`src/rtl/wdt_pkg.sv`:
```
// Package: shared helpers for the watchdog timer.
// Assumes real-valued parameters are positive. Every computed count is at least one.
package wdt_pkg;

    localparam int NUM_SEL = 4;
    localparam int SEL_W   = 2;

    // Round a positive real ratio to the nearest integer, never below one.
    function automatic int ratio_count(input real num, input real den);
        int r;
        r = $rtoi(num / den + 0.5);
        return (r < 1) ? 1 : r;
    endfunction

    // Bits needed to hold the values 0 to tc-1, never below one.
    function automatic int cnt_width(input int tc);
        return (tc <= 2) ? 1 : $clog2(tc);
    endfunction

endpackage

```
`src/rtl/wdt_prescaler.sv`:
```
// Prescaler: divides the clock by TC and emits a single-cycle enable tick.
// Counts only while run is high. clr restarts the count from zero.
module wdt_prescaler #(
    parameter int TC = 20,
    localparam int W = wdt_pkg::cnt_width(TC)
) (
    input  logic         clk,
    input  logic         rst_n,
    input  logic         clr,
    input  logic         run,
    output logic         tick,
    output logic [W-1:0] cnt
);
    localparam logic [W-1:0] LAST = W'(TC - 1);

    // Tick on the last count of each period, but only while running.
    assign tick = run && (cnt == LAST);

    // Period counter: wraps at TC-1 and holds zero when idle or cleared.
    always_ff @(posedge clk) begin
        if (!rst_n || clr || !run)
            cnt <= '0;
        else if (cnt == LAST)
            cnt <= '0;
        else
            cnt <= cnt + 1'b1;
    end
endmodule

```
`src/rtl/wdt_tc_table.sv`:
```
// Terminal-count table: converts each real delay into a tick count and
// returns the count for the selected index, minus one, as a compare value.
// Assumes every delay is at least one tick long.
module wdt_tc_table #(
    parameter real TICK_S = 0.1e-6,
    parameter real DLY0_S = 1.0e-6,
    parameter real DLY1_S = 2.5e-6,
    parameter real DLY2_S = 5.0e-6,
    parameter real DLY3_S = 12.0e-6,
    parameter int  W      = 7
) (
    input  logic [wdt_pkg::SEL_W-1:0] sel,
    output logic [W-1:0]              last
);
    localparam int TC [wdt_pkg::NUM_SEL] = '{
        wdt_pkg::ratio_count(DLY0_S, TICK_S),
        wdt_pkg::ratio_count(DLY1_S, TICK_S),
        wdt_pkg::ratio_count(DLY2_S, TICK_S),
        wdt_pkg::ratio_count(DLY3_S, TICK_S)
    };

    logic [W-1:0] entry [wdt_pkg::NUM_SEL];

    // One constant compare value per selectable delay.
    for (genvar g = 0; g < wdt_pkg::NUM_SEL; g++) begin : g_entry
        assign entry[g] = W'(TC[g] - 1);
    end

    // Select the compare value for the requested delay.
    assign last = entry[sel];
endmodule

```
`src/rtl/wdt_main_ctr.sv`:
```
// Main tick counter with control: starts on kick, stops on abort, and raises
// a one-cycle timeout once the latched number of ticks has elapsed.
// Assumes tick is a single-cycle enable. Abort has priority over kick.
module wdt_main_ctr #(
    parameter int W = 7
) (
    input  logic         clk,
    input  logic         rst_n,
    input  logic         kick,
    input  logic         abort,
    input  logic         tick,
    input  logic [W-1:0] sel_last,
    output logic         busy,
    output logic         timeout,
    output logic [W-1:0] cnt
);
    logic [W-1:0] last_q;

    // Control and counting: reset, abort, kick, then tick-driven advance.
    always_ff @(posedge clk) begin
        if (!rst_n) begin
            busy    <= 1'b0;
            timeout <= 1'b0;
            cnt     <= '0;
            last_q  <= '0;
        end else if (abort) begin
            busy    <= 1'b0;
            timeout <= 1'b0;
            cnt     <= '0;
        end else if (kick) begin
            busy    <= 1'b1;
            timeout <= 1'b0;
            cnt     <= '0;
            last_q  <= sel_last;
        end else begin
            timeout <= 1'b0;
            if (busy && tick) begin
                if (cnt == last_q) begin
                    busy    <= 1'b0;
                    timeout <= 1'b1;
                    cnt     <= '0;
                end else begin
                    cnt <= cnt + 1'b1;
                end
            end
        end
    end
endmodule

```
`src/rtl/wdt_timeout.sv`:
```
// Watchdog timeout top: derives the prescaler and delay counts from the
// clock frequency and real delays, and wires the prescaler to the shared
// main counter. Assumes a single clock domain and synchronous inputs.
module wdt_timeout #(
    parameter real CLK_HZ = 200.0e6,
    parameter real TICK_S = 0.1e-6,
    parameter real DLY0_S = 1.0e-6,
    parameter real DLY1_S = 2.5e-6,
    parameter real DLY2_S = 5.0e-6,
    parameter real DLY3_S = 12.0e-6
) (
    input  logic       clk,
    input  logic       rst_n,
    input  logic       kick,
    input  logic       abort,
    input  logic [1:0] dly_sel,
    output logic       timeout,
    output logic       busy
);
    localparam int PRE_TC = wdt_pkg::ratio_count(CLK_HZ * TICK_S, 1.0);
    localparam int TC0 = wdt_pkg::ratio_count(DLY0_S, TICK_S);
    localparam int TC1 = wdt_pkg::ratio_count(DLY1_S, TICK_S);
    localparam int TC2 = wdt_pkg::ratio_count(DLY2_S, TICK_S);
    localparam int TC3 = wdt_pkg::ratio_count(DLY3_S, TICK_S);
    localparam int MAX01  = (TC0 > TC1) ? TC0 : TC1;
    localparam int MAX23  = (TC2 > TC3) ? TC2 : TC3;
    localparam int MAX_TC = (MAX01 > MAX23) ? MAX01 : MAX23;
    localparam int PRE_W  = wdt_pkg::cnt_width(PRE_TC);
    localparam int MAIN_W = wdt_pkg::cnt_width(MAX_TC);

    logic              tick;
    logic [PRE_W-1:0]  pre_cnt;
    logic [MAIN_W-1:0] main_cnt;
    logic [MAIN_W-1:0] sel_last;

    wdt_prescaler #(.TC(PRE_TC)) pre_i (
        .clk  (clk),
        .rst_n(rst_n),
        .clr  (kick || abort),
        .run  (busy),
        .tick (tick),
        .cnt  (pre_cnt)
    );

    wdt_tc_table #(
        .TICK_S(TICK_S), .DLY0_S(DLY0_S), .DLY1_S(DLY1_S),
        .DLY2_S(DLY2_S), .DLY3_S(DLY3_S), .W(MAIN_W)
    ) tbl_i (
        .sel (dly_sel),
        .last(sel_last)
    );

    wdt_main_ctr #(.W(MAIN_W)) ctr_i (
        .clk     (clk),
        .rst_n   (rst_n),
        .kick    (kick),
        .abort   (abort),
        .tick    (tick),
        .sel_last(sel_last),
        .busy    (busy),
        .timeout (timeout),
        .cnt     (main_cnt)
    );
endmodule

```
`config.mk`:
```
export PLATFORM = sky130hd
export DESIGN_NAME = wdt_timeout
export DESIGN_NICKNAME = d
export VERILOG_FILES = /design/src/rtl/wdt_pkg.sv /design/src/rtl/wdt_prescaler.sv /design/src/rtl/wdt_tc_table.sv /design/src/rtl/wdt_main_ctr.sv /design/src/rtl/wdt_timeout.sv
export SDC_FILE = /design/constraint.sdc
export NUM_CORES = 1
export LEC_CHECK = 0
export BUFFER_PORTS_ARGS = -buffer_cell sky130_fd_sc_hd__buf_2
export CAP_MARGIN = 10
export CORE_MARGIN = 3
export CORE_UTILIZATION = 55
export CTS_CLUSTER_DIAMETER = 200
export DETAILED_ROUTE_END_ITERATION = 6
export PLACE_DENSITY = 0.82
export SYNTH_ARGS = -nofsm -noshare
export SYNTH_HDL_FRONTEND = slang
export SYNTH_SLANG_ARGS = --single-unit
export TNS_END_PERCENT = 20
```
`constraint.sdc`:
```
create_clock -name clk -period 1.9 [get_ports clk]
set_clock_uncertainty 0.1 [all_clocks]
set_input_delay 0.095 -clock clk [delete_from_list [all_inputs] [get_ports clk]]
set_output_delay 0.095 -clock clk [all_outputs]
set_load 0.05 [all_outputs]
```
==> summary.md <==
| Metric | Value |
|---|---|
| Status | finished clean |
| PostCTS Resize Cnt | 0 |
| Combinational share of power | 7.7% |
| Power Internal | 507.7 uW |
| Routability cong. | 0.8083 |
| Proportion of layout cells with a drive suffix above 1 | 18.45% |
| Sequential share of the synthesized area | 43.30% |
| Final Cycle Share | 90.92% |
| Total GRT Usage | 20.21% |
| Final setup vio count | 0 |
| Least-Margin Pin Slew | 0.3465 ns |
| Synth area leader | dfxtp_1 |
| RSZ-0062 raised after global routing | false |
| Number of vias per cell | 5.593 |
| Fmax | 578.9 MHz |
| Chip height | 45.96 microns |
| Clock buffer depth | 2 |
| Largest net degree at the start of global routing | 12 |
| Fill cell count | 99 |
| Post-synth EDFFs | 0 |
| Vias in the first global route | 661 |
| Grt total ovfl | 0 |
| VDD IR-drop max | 0.0005216 V |
| DRT Pass-1 Iters | 2 |
| Post-synthesis cell count | 89 |
| Ys async rst share | 0% |
| Final Hold Vio Count | 0 |
| Crit-path max FO | 8 |
| Antenna violations before repair | 0 |
| Dpl hpwl | 1.168 mm |
| Dpl cell area | 927.1 sq um |
| Ranking of synthesized cells by area | dfxtp_1 43%, xnor2_1 9.0%, nor2_1 6.4% |
| Reg clk slew, reported paths | 0.10 ns |
| Routed WL | 1.595 mm |
| IO Pins | 8 |
| Synth Net Count | 97 |
| Drt drc | 0 |
| Pwr/cell area | 675.8 nW/um^2 |
| CTS sink cnt | 19 |
| Synth Register Bits | 19 |
| Setup TNS Final | 0 ns |
| CP Launch Type | primary input |
| Unique cell type count in the Yosys netlist | 28 |
| Initial Util | 62.79% |
| CP Data Required Time | 2.06 ns |
| Dpl ws | 0.3318 ns |
| Share of power burned in registers | 61.4% |
| Final non-filler cell total | 118 |
| Maxcap violations | 0 |
| P_leak | 0.0003473 uW |
| Design area | 994.7 sq um |
| Top_reg_cell synth | dfxtp_1 |
| Slack of the critical path | 0.1725 ns |
| Synthesis-to-finish area growth | 13.25% |
| N_diodes | 0 |
| Htree depth | 1 |
| CTS tree | yes |
| Syn_area_per_cell | 9.869 sq um |
| Yosys warnings | 0 |
| IO Port Bufs | 7 |
| Crit Path Category | primary input to register |
| DR WL/cell | 13.52 microns |
| Worst EP arrival | 1.89 ns |
| Sw Share | 24.48% |
| Core area | 1399 sq um |
| Synthesized area | 878.3 sq um |
| Die area | 2112 sq um |
| Final nets | 112 |
| Die extent in x | 45.96 microns |
| Num rows | 13 |
| Slew margin rel. | 76.87% |
| Via count | 660 |
| TritonCTS buffer count | 3 |
| Top-count cell post-synth | dfxtp_1 |
| First-pass GRT wire length | 2.904 mm |
| Hold Path Class | primary input to register |
| Top cell type's share of synthesized area | 43.30% |
| Crit. End Element | register |
| Switching power | 164.5 uW |
| Synth top cells by count | 19 x dfxtp_1, 15 x nor2_1, 9 x xnor2_1, 6 x nand3_1, 5 x nand2_1 |
| Final Slew Violations | 0 |
| Clk pwr share | 30.9% |
| Routed Antenna Nets | 0 |
| Worst-skew pair later-pin latency | 0.31 ns |
| Minimum clock period | 1.728 ns |
| 1st-iter DRT viols | 3 |
| Dpl cells | 110 |
| Clock Tree Root | clkbuf_4 |
per-stage QoR:
stage | util, % | total power, uW | hold slack, ns
final | 71.11 | 672.3 | 0.01314
after global routing | 71.11 | 699.4 | 0.02851
after CTS | 71.11 | 678.0 | 0.007412
after detailed placement | 66.28 | 465.6 | 0.1976
after global placement | 66.28 | 463.5 | 0.2000
after floorplan | - | 450.5 | 0.07351
repair_timing:
item,CTS,global route
setup buffers,0,0
endpoints found under the hold margin,7,0
hold buffers,4,0
registers in the layout, indices dropped and copies added, names as in the netlist:
name / cells
ctr_i.busy: 1
ctr_i.cnt: 7
ctr_i.last_q: 5
ctr_i.timeout: 1
pre_i.cnt: 5
kinds of logic after synthesis:
| kind of cell | share of synthesized area (%) |
|---|---|
| adders and majority gates | 2.849 |
| xor gates and xnor gates | 12.96 |
| muxes | 1.140 |
| buffers and inverters | 1.424 |
| and+or+nand+nor | 27.50 |
| AOI/OAI and AO/OA | 10.83 |
| DFF | 43.30 |
metal layers:
layer / track usage (%) / share of wire, % / vias to the layer above
met5: 0 / 0 / -
met4: 14.77 / 3.8 / 0
met3: 7.115 / 3.9 / 8
met2: 28.30 / 41 / 8
met1: 25.06 / 51 / 306
li1: - / - / 338
layout by cell type (no fill, tap or decap), drive strengths merged, types with 2 or more instances in the layout:
cell type	n
nor3	2
inv	2
o211a	2
xnor2	9
o21ai	4
nor4	2
a21oi	3
xor2	4
nor2	16
nand3	6
buf	7
ha	2
clkbuf	3
dfxtp	19
dlygate4sd3	4
nand2	5
nand4	3
power by group through the flow:
stage	sequential [uW]	combinational [uW]	clock, uW
after CTS	412	50.7	215
after global placement	422	42.0	0
after detailed placement	422	43.9	0
after floorplan	422	28.7	0
after global routing	414	56.8	229
final	413	51.6	208
cell type report:
| cell class | instances | area, sq um | share of cell area (%) |
|---|---|---|---|
| inverters | 2 | 7.507 | 0.7547 |
| multi-input cells | 67 | 485.5 | 48.81 |
| well taps | 15 | 18.77 | 1.887 |
| clock inverters | 1 | 5.005 | 0.5031 |
| flip-flops and latches | 19 | 380.4 | 38.24 |
| repair buffers | 11 | 75.07 | 7.547 |
| clock buffers | 3 | 22.52 | 2.264 |
worst paths after layout:
path / from / endpoint / slack (ns) / depth (start not counted)
max: kick / ctr_i.last_q[3] / 0.17 / 7
min: abort / ctr_i.busy / 0.01 / 3
max reg2reg: pre_i.cnt[0] / ctr_i.cnt[6] / 0.31 / 5
min reg2reg: pre_i.cnt[0] / pre_i.cnt[0] / 0.35 / 1
critical path, stage by stage:
cell and delay, ns:
dlygate4sd3_1 0.52, buf_2 0.12, inv_1 0.06, nor2_2 0.29, o21ai_0 0.12, a21oi_1 0.12, dlygate4sd3_1 0.56
Note: power is estimated with default switching activity, not from simulation.
